**src/rtl/smw_pkg.sv**
```systemverilog
package smw_pkg;

  typedef enum logic [1:0] {
    SZ_BYTE = 2'd0,
    SZ_HALF = 2'd1,
    SZ_WORD = 2'd2
  } xfer_size_e;

  typedef enum logic [1:0] {
    S_IDLE = 2'd0,
    S_ACC  = 2'd1,
    S_ERR  = 2'd2,
    S_DONE = 2'd3
  } seq_state_e;

  // Active-low lane enables for a write on a byte-select device
  function automatic logic [1:0] write_be_n(xfer_size_e sz, logic odd);
    if (sz == SZ_BYTE) return odd ? 2'b01 : 2'b10;
    return 2'b00;
  endfunction

  // Half-word placed on the memory path for a given part of a transfer
  function automatic logic [15:0] write_half(logic [31:0] wd, xfer_size_e sz,
                                             logic [1:0] off, logic part);
    logic [7:0] b;
    case (off)
      2'd0:    b = wd[7:0];
      2'd1:    b = wd[15:8];
      2'd2:    b = wd[23:16];
      default: b = wd[31:24];
    endcase
    case (sz)
      SZ_WORD: return part ? wd[31:16] : wd[15:0];
      SZ_HALF: return off[1] ? wd[31:16] : wd[15:0];
      default: return {b, b};
    endcase
  endfunction

  // Read result in natural lanes, unused bytes zero
  function automatic logic [31:0] place_read(xfer_size_e sz, logic [1:0] off,
                                             logic [15:0] lo, logic [15:0] cur);
    logic [7:0] b;
    b = off[0] ? cur[15:8] : cur[7:0];
    case (sz)
      SZ_WORD: return {cur, lo};
      SZ_HALF: return off[1] ? {cur, 16'h0} : {16'h0, cur};
      default: return {24'h0, b} << {off, 3'b000};
    endcase
  endfunction

endpackage

```
**src/rtl/smw_decode.sv**
```systemverilog
module smw_decode
  import smw_pkg::*;
#(
  parameter int BANK_W = 2,
  parameter logic [(1<<BANK_W)-1:0] NOBS_MASK = '0,
  parameter int NOR_BANK  = 0,
  parameter int CARD_BANK = 2
) (
  input  logic [BANK_W-1:0]        bank,
  input  logic                     write,
  input  xfer_size_e               size,
  input  logic [(1<<BANK_W)-1:0]   bank_en,
  input  logic                     nor_acc_en,
  input  logic                     card_present,
  output logic                     err_off,
  output logic                     err_nor,
  output logic                     err_card,
  output logic                     err_bytewr,
  output logic                     err_any
);
  always_comb begin
    err_off    = !bank_en[bank];
    err_nor    = (bank == BANK_W'(NOR_BANK)) && !nor_acc_en;
    err_card   = (bank == BANK_W'(CARD_BANK)) && !card_present;
    err_bytewr = NOBS_MASK[bank] && write && (size == SZ_BYTE);
    err_any    = err_off || err_nor || err_card || err_bytewr;
  end
endmodule

```
**src/rtl/smw_lanes.sv**
```systemverilog
module smw_lanes
  import smw_pkg::*;
(
  input  logic        active,
  input  logic        write,
  input  xfer_size_e  size,
  input  logic [1:0]  off,
  input  logic        part,
  input  logic [31:0] wdata,
  output logic [1:0]  be_n,
  output logic [15:0] wdata16
);
  always_comb begin
    if (!active)     be_n = 2'b11;
    else if (!write) be_n = 2'b00;
    else             be_n = write_be_n(size, off[0]);
    wdata16 = write_half(wdata, size, off, part);
  end
endmodule

```
**src/rtl/smw_seq.sv**
```systemverilog
module smw_seq
  import smw_pkg::*;
#(
  parameter int ADDR_W     = 24,
  parameter int BANK_W     = 2,
  parameter int ACC_CYCLES = 2,
  localparam int MEM_AW = ADDR_W - BANK_W - 1,
  localparam int CW     = (ACC_CYCLES > 1) ? $clog2(ACC_CYCLES) : 1
) (
  input  logic              clk,
  input  logic              rst_n,
  input  logic              accept,
  input  logic              start_err,
  input  logic              req_write,
  input  xfer_size_e        req_size,
  input  logic [ADDR_W-1:0] req_addr,
  input  logic [31:0]       req_wdata,
  input  logic [15:0]       mem_rdata,
  output seq_state_e        state,
  output logic              part,
  output logic              acc_start,
  output logic              acc_last,
  output logic              q_write,
  output xfer_size_e        q_size,
  output logic [1:0]        q_off,
  output logic [31:0]       q_wdata,
  output logic [BANK_W-1:0] q_bank,
  output logic [MEM_AW-1:0] haddr,
  output logic              err_q,
  output logic [31:0]       rdata_q
);
  logic [CW-1:0]     cnt;
  logic [MEM_AW-1:0] q_haddr;
  logic [15:0]       lo_q;
  logic              more;

  assign acc_start = (state == S_ACC) && (cnt == '0);
  assign acc_last  = (state == S_ACC) && (cnt == CW'(ACC_CYCLES - 1));
  assign more      = (q_size == SZ_WORD) && !part;
  assign haddr     = {q_haddr[MEM_AW-1:1], q_haddr[0] | part};

  always_ff @(posedge clk or negedge rst_n) begin
    if (!rst_n) begin
      state   <= S_IDLE;
      part    <= 1'b0;
      cnt     <= '0;
      err_q   <= 1'b0;
      rdata_q <= '0;
      lo_q    <= '0;
      q_write <= 1'b0;
      q_size  <= SZ_BYTE;
      q_off   <= '0;
      q_wdata <= '0;
      q_bank  <= '0;
      q_haddr <= '0;
    end else begin
      case (state)
        S_IDLE, S_DONE: begin
          if (accept) begin
            q_write <= req_write;
            q_size  <= req_size;
            q_off   <= req_addr[1:0];
            q_wdata <= req_wdata;
            q_bank  <= req_addr[ADDR_W-1 -: BANK_W];
            q_haddr <= (req_size == SZ_WORD) ?
                       {req_addr[ADDR_W-BANK_W-1:2], 1'b0} :
                       req_addr[ADDR_W-BANK_W-1:1];
            part    <= 1'b0;
            cnt     <= '0;
            state   <= start_err ? S_ERR : S_ACC;
          end else begin
            state <= S_IDLE;
          end
        end
        S_ERR: begin
          err_q <= 1'b1;
          state <= S_DONE;
        end
        default: begin
          if (acc_last) begin
            cnt <= '0;
            if (more) begin
              part <= 1'b1;
              lo_q <= mem_rdata;
            end else begin
              err_q   <= 1'b0;
              rdata_q <= q_write ? 32'h0 : place_read(q_size, q_off, lo_q, mem_rdata);
              state   <= S_DONE;
            end
          end else begin
            cnt <= cnt + 1'b1;
          end
        end
      endcase
    end
  end
endmodule

```
**src/rtl/smem_width_adapter.sv**
```systemverilog
module smem_width_adapter
  import smw_pkg::*;
#(
  parameter int ADDR_W     = 24,
  parameter int BANK_W     = 2,
  parameter int ACC_CYCLES = 2,
  parameter logic [(1<<BANK_W)-1:0] NOBS_MASK = 4'b1001,
  parameter int NOR_BANK   = 0,
  parameter int CARD_BANK  = 2,
  localparam int NB     = 1 << BANK_W,
  localparam int MEM_AW = ADDR_W - BANK_W - 1
) (
  input  logic              clk,
  input  logic              rst_n,
  input  logic              req_valid,
  input  logic              req_write,
  input  logic [1:0]        req_size,
  input  logic [ADDR_W-1:0] req_addr,
  input  logic [31:0]       req_wdata,
  output logic              bus_ready,
  output logic              bus_err,
  output logic [31:0]       bus_rdata,
  input  logic [NB-1:0]     bank_en,
  input  logic              nor_acc_en,
  input  logic              card_present,
  output logic              mem_cs,
  output logic              mem_we,
  output logic [BANK_W-1:0] mem_bank,
  output logic [MEM_AW-1:0] mem_addr,
  output logic [1:0]        mem_be_n,
  output logic [15:0]       mem_wdata,
  input  logic [15:0]       mem_rdata
);
  seq_state_e  state;
  xfer_size_e  size_in, q_size;
  logic        accept, start_err;
  logic        err_off, err_nor, err_card, err_bytewr;
  logic        part_w, acc_start, acc_last;
  logic        q_write, err_q;
  logic [1:0]  q_off;
  logic [31:0] q_wdata, rdata_q;

  assign size_in = xfer_size_e'(req_size);
  assign accept  = req_valid && bus_ready;

  smw_decode #(
    .BANK_W(BANK_W), .NOBS_MASK(NOBS_MASK),
    .NOR_BANK(NOR_BANK), .CARD_BANK(CARD_BANK)
  ) u_dec (
    .bank(req_addr[ADDR_W-1 -: BANK_W]), .write(req_write), .size(size_in),
    .bank_en(bank_en), .nor_acc_en(nor_acc_en), .card_present(card_present),
    .err_off(err_off), .err_nor(err_nor), .err_card(err_card),
    .err_bytewr(err_bytewr), .err_any(start_err)
  );

  smw_seq #(
    .ADDR_W(ADDR_W), .BANK_W(BANK_W), .ACC_CYCLES(ACC_CYCLES)
  ) u_seq (
    .clk(clk), .rst_n(rst_n), .accept(accept), .start_err(start_err),
    .req_write(req_write), .req_size(size_in), .req_addr(req_addr),
    .req_wdata(req_wdata), .mem_rdata(mem_rdata),
    .state(state), .part(part_w), .acc_start(acc_start), .acc_last(acc_last),
    .q_write(q_write), .q_size(q_size), .q_off(q_off), .q_wdata(q_wdata),
    .q_bank(mem_bank), .haddr(mem_addr), .err_q(err_q), .rdata_q(rdata_q)
  );

  smw_lanes u_lanes (
    .active(mem_cs), .write(q_write), .size(q_size), .off(q_off),
    .part(part_w), .wdata(q_wdata), .be_n(mem_be_n), .wdata16(mem_wdata)
  );

  assign mem_cs    = (state == S_ACC);
  assign mem_we    = mem_cs && q_write;
  assign bus_ready = (state == S_IDLE) || (state == S_DONE);
  assign bus_err   = (state == S_ERR) || ((state == S_DONE) && err_q);
  assign bus_rdata = rdata_q;
endmodule

```
**config.mk**
```make
export PLATFORM = sky130hd
export DESIGN_NAME = smem_width_adapter
export DESIGN_NICKNAME = d
export VERILOG_FILES = /design/src/rtl/smw_pkg.sv /design/src/rtl/smw_decode.sv /design/src/rtl/smw_lanes.sv /design/src/rtl/smw_seq.sv /design/src/rtl/smem_width_adapter.sv
export SDC_FILE = /design/constraint.sdc
export NUM_CORES = 1
export LEC_CHECK = 0
export BUFFER_PORTS_ARGS = -buffer_cell sky130_fd_sc_hd__buf_2
export CORE_UTILIZATION = 45
export CTS_BUF_LIST = sky130_fd_sc_hd__clkbuf_8
export CTS_CLUSTER_DIAMETER = 30
export DETAILED_ROUTE_END_ITERATION = 8
export PLACE_DENSITY = 0.7
export SETUP_SLACK_MARGIN = 0.3
export SYNTH_ARGS = -nofsm -noshare
export SYNTH_HDL_FRONTEND = slang
export SYNTH_SLANG_ARGS = --single-unit
```
**constraint.sdc**
```tcl
create_clock -name clk -period 2.25 [get_ports clk]
set_input_delay 0.45 -clock clk [delete_from_list [all_inputs] [get_ports clk]]
set_output_delay 0.45 -clock clk [all_outputs]
set_load 0.02 [all_outputs]
```
After elaboration in Yosys (flattened, before gate mapping)
Cells that the tools add are included.
Word-level totals
  flip-flop bits (word level): 113
  bits in latches: 0
  bits in writable memories: 0
  memory bits (read-only): 0
  bits of input ports: 84
  output and inout bits: 77
  memories kept: 0
Operators by class
  add/sub/neg operators: 1
  multipliers: 0
  div/mod/pow operators: 0
  magnitude comparators: 1
  equality and inequality tests: 12
  shift operators: 1
  mux-type cells: 35
  bitwise gates (word level): 5
  reduce and logical (&&, ||, !) cells: 36
Operators by type and width (number)
  $mux 32: 2
  $pmux 32 s2: 1
  $mux 16: 2
  $pmux 16 s2: 1
  $shl 8x5->32: 1
  $pmux 8 s3: 1
  $mux 2: 9
  $eq 2x2->1 const B: 6
  $mux 1: 12
  $logic_not 2->1: 5
  $logic_and 1x1->1: 9
  $reduce_and 3->1: 3
  $mux 8: 1
  $eq 2x1->1 const B: 3
  $pmux 1 s2: 3
  $reduce_and 2->1: 3
  $reduce_bool 2->1: 3
  $logic_or 1x1->1: 5
  $bmux 1 s2: 2
  $logic_not 1->1: 4
  $ne 2x2->1 const B: 2
  $not 1->1: 4
  $pmux 2 s2: 1
  $reduce_and 4->1: 1
  other kinds (7): 7

Longest topological paths before layout
  word-level depth: 9
  depth in mapped cells: 9

Hierarchy
From an unflattened synthesis, not the netlist that was laid out.
Second synthesis, totals
  cell total of the unflattened synthesis: 513
  area, all modules: 5970.7 um^2
By module, submodules not included
  smw_seq: instances 1, cells each 400, area each 4958.5 um^2, seq. area each 2827.7 um^2
  smw_lanes: instances 1, cells each 95, area each 853.3 um^2, seq. area each 0.0 um^2
  smw_decode: instances 1, cells each 10, area each 93.8 um^2, seq. area each 0.0 um^2
  smem_width_adapter: instances 1, cells each 8, area each 65.1 um^2, seq. area each 0.0 um^2

Worst setup path before layout
Ideal clock, no wire load.
  path type: register -> output
  start point: reg u_seq.q_size[0]
  end point: out mem_wdata[10]
  arrival: 1.664 ns
  required time: 1.800 ns
  path slack: 0.136 ns
  stages on the path, launching flop included: 8
  cells stage by stage: dfrtp_1 -> inv_1 -> ha_1 -> buf_6 -> buf_2 -> buf_1 -> a22oi_1 -> a21oi_1
Between the ends
  longest elaborated chain between the ends: 2
  elaborated cells between the ends (all ways): 3
RTL lines
  from (decl): line smw_seq.sv:24  | output xfer_size_e q_size,
  from (signal assigned): line smw_seq.sv:61  | q_size <= req_size;
  $eq 2x1->1 or $eq 2x2->1 (tied branches): line smw_pkg.sv:32  | case (sz)
  $pmux 16 s2 *: line smw_pkg.sv:32
  to (decl): line smem_width_adapter.sv:31  | output logic [15:0] mem_wdata,
Every way passes the cells marked *; elsewhere a longest branch is shown, timed or not.

Worst setup path in the final report
  start point: reg u_seq.q_off[1]
  end point: out mem_wdata[3]
Between the ends
  longest elaborated chain between the ends: 3
  elaborated cells between the ends (all ways): 6
RTL lines
  from (decl): line smw_seq.sv:25  | output logic [1:0] q_off,
  from (signal assigned): line smw_seq.sv:62  | q_off <= req_addr[1:0];
  $eq 2x2->1, or another cell as far along: line smw_pkg.sv:26  | case (off)
  $pmux 8 s3: line smw_pkg.sv:26
  $pmux 16 s2 *: line smw_pkg.sv:32
Marks and branches as above.

==> flow_metrics.tcl <==
set metrics [dict create \
    crit_path_max_incr_delay_ns 0.44 \
    setup_violations 16 \
    fin_crit_ns 2.38 \
    synthesis.area_um2 5750 \
    route.detailed.drc 0 \
    cts_tree "built" \
    io_pins 161 \
    synthCells 509 \
    cp_cell_sequence "buf_12 > mux2_4 > mux2i_1 > nor2b_4 > a21oi_1 > buf_2" \
    async_flop_share 1.00 \
    rsz0062_at_grt "yes" \
    synth.ff_latch_count 113 \
    stdcell_count 840 \
    slew_viol_final 0 \
    whs_ns 0.232 \
    r2r_cells 7 \
    htreeDepth 4 \
    numCtsBuffers 17 \
    status "finished, violations left" \
    end_kind "output pin" \
    cp.arrival_ns 1.93 \
    area_growth_pct 29.5 \
    die_w_um 115 \
    utilization 0.610 \
    clkTransAtPathRegs_ns 0.07 \
    syn_nets 601 \
    clock.fmax_ghz 0.421 \
    initial_utilization 0.471 \
    wire_per_inst_um 15.6 \
    avgSynthCellArea_um2 11.3 \
    placementRows 40 \
    synth_top_cell_by_area "dfrtp_1" \
    cp_max_fo 12 \
    pwr_density_cell_nw_per_um2 1830 \
    leakage_uw 0.00351 \
    portBuffers 160 \
    synth.distinct_cells 34 \
    clock-root-buffer "clkbuf_8" \
    grt_pass1_vias 4423 \
    crit_type "register to output pin" \
    grt_pass1_wl_um 21000 \
    violations "setup timing" \
    drive_gt1_frac 0.533 \
    yosys-top-cells-area "dfrtp_1, mux2_2, nand2_1" \
    final.setup.tns_ns -1.27 \
    finalCritPeriodShare 1.06 \
    die_h_um 115 \
    drtPass1Iterations 5 \
    fillerInstances 1043 \
    hold_depth 2 \
    finalHoldViolCount 0 \
    synth_top_area_frac 0.492 \
    grt-ovfl-total 0 \
    maxCapViolations 0 \
    dieArea_um2 13200 \
    routabilityCongestion 0.848 \
    reg2reg_slack_ns 0.42 \
    clock_latency_ns 0.44 \
    cts.sinks 113 \
    hp-start "req_wdata[14]" \
    yosys_warnings 0 \
    vias_per_cell 5.17 \
    drt_wl_total_um 13100 \
    r2r_start "u_seq.q_size[0]" \
    synth_ff_type "dfrtp_1" \
    worst_pin_slew_ns 0.492 \
    first_iter_violations 214 \
    synth_edf_count 0 \
    cpMaxStageDelayCell "dfrtp_2" \
    reg2reg_to "u_seq.state[1]" \
    antenna_found_initial 0 \
    core_area_um2 12200 \
    finClkSkew_ns 0.0100 \
    fin_ws_ns -0.127 \
    vias 4339 \
    drtAntennaViolNets 0 \
    ctsLongestPathBuffers 2 \
    synth-seq-area-share 0.492 \
    fin_nets 752 \
    worst_setup_path_start_kind "register" \
    hp-class "input port to register" \
    track_usage 0.209 \
    diodes 0 \
    crit_required_ns 1.80 \
    place_inst 802 \
    hold_end "u_seq.q_wdata[14]" \
    dpl.hpwl_um 9220 \
    grt_max_degree 50 \
    slew_headroom 0.672 \
    ir_drop_mv 1.61 \
]
[synth_stat cells (2+ instances only)]
cell type,n
a22oi_1,30
and2_1,2
o31ai_1,3
buf_4,24
mux2_2,105
nand2_1,62
nand2b_2,2
clkbuf_1,6
nor2_1,8
buf_1,4
buf_2,17
inv_1,11
dfrtp_1,113
mux2i_1,8
a21o_1,2
ha_1,8
a21oi_1,22
buf_6,2
nand3_1,2
a22o_1,14
nor2b_1,11
o21ai_0,41
[how the worst max path moves through the flow]
stage | depth (start not counted) | startpoint | end
2_1_floorplan | 6 | u_seq.q_size[0] | mem_wdata[10]
3_3_place_gp | 6 | u_seq.q_off[1] | mem_wdata[3]
3_5_place_dp | 6 | u_seq.q_off[1] | mem_wdata[3]
4_1_cts | 6 | u_seq.q_off[1] | mem_wdata[0]
5_1_grt | 6 | u_seq.q_off[1] | mem_wdata[4]
6_report | 6 | u_seq.q_off[1] | mem_wdata[3]
[registers in the layout (all words and copies together), names as in the netlist]
name,cells
u_seq.q_wdata,32
u_seq.rdata_q,32
u_seq.q_haddr,21
u_seq.lo_q,16
u_seq.q_bank,2
u_seq.q_off,2
u_seq.q_size,2
u_seq.state,2
u_seq.cnt,1
u_seq.err_q,1
u_seq.part,1
u_seq.q_write,1
[metal layers]
| layer | wire, um | GRT usage | up-vias | share of wire |
|---|---|---|---|---|
| met5 | 0 | 0 | - | 0 |
| met4 | 175 | 0.0857 | 0 | 0.013 |
| met3 | 968 | 0.0643 | 12 | 0.074 |
| met2 | 6550 | 0.353 | 151 | 0.50 |
| met1 | 5420 | 0.248 | 2092 | 0.41 |
| li1 | - | - | 2084 | - |
[placed cells by master (no fill, tap or decap), types with 3 or more instances in the layout]
cell type and count:
clkinvlp_4 3, nor2_1 8, mux2i_1 8, mux2_4 3, inv_1 10, nand2_1 60
ha_4 3, clkbuf_8 19, buf_4 17, buf_6 5, o21ai_0 37, ha_1 5
buf_12 8, nor2b_4 6, a22oi_1 29, a22o_1 14, inv_2 3, dfrtp_1 112
bufinv_16 5, o21ai_1 4, nor2b_1 3, buf_2 151, mux2_2 102, o31ai_1 3
a21oi_1 11, a21oi_2 10
[where the power goes]
part	switching [uW]	leakage (uW)	internal, uW	total, uW
Combinational	4110	0.00190	3740	7850
Clock	816	0.000226	1360	2170
Sequential	604	0.00138	3020	3630
Total	5530	0.00351	8120	13600
[cell families after synthesis]
kind of cell / share of synthesized area
compound gates: 0.127
buf+inv: 0.0646
simple gates: 0.0755
fa+ha+maj: 0.0174
flops: 0.492
mux: 0.223
[worst max-delay path, delay by kind of cell (launching register included)]
| kind | cells | cell delay, ns |
|---|---|---|
| mux | 2 | 0.47 |
| flops | 1 | 0.44 |
| buf+inv | 2 | 0.32 |
| simple gates | 1 | 0.20 |
| compound gates | 1 | 0.05 |
[through the flow]
step | total power [uW] | area (um^2) | worst slack, ns
2_1_floorplan | 8920 | 5810 | 0.308
3_3_place_gp | 10500 | 6710 | 0.292
3_5_place_dp | 10700 | 6710 | 0.293
4_1_cts | 13400 | 7330 | -0.123
5_1_grt | 14500 | 7450 | -0.200
6_report | 13600 | 7450 | -0.127
[layout make-up]
class,instances,area [um^2],share of cell area
Clock buffer,19,262,0.0351
Inverter,11,41.3,0.00554
Multi-Input combinational cell,331,2720,0.365
Timing Repair Buffer,186,1200,0.161
Tap cell,168,210,0.0282
Clock inverter,12,190,0.0255
Sequential cell,113,2830,0.380
[what timing repair did]
action | 4_1_cts | 5_1_grt
pin swaps | 1 | 4
gates cloned | 1 | 1
setup endpoints to repair | 26 | 71
hold buffers | 1 | 0
endpoints found under the hold margin | 34 | 0
buffers inserted | 2 | 2
gates resized for setup | 34 | 22
No activity file was read; power rests on OpenSTA's default activity.
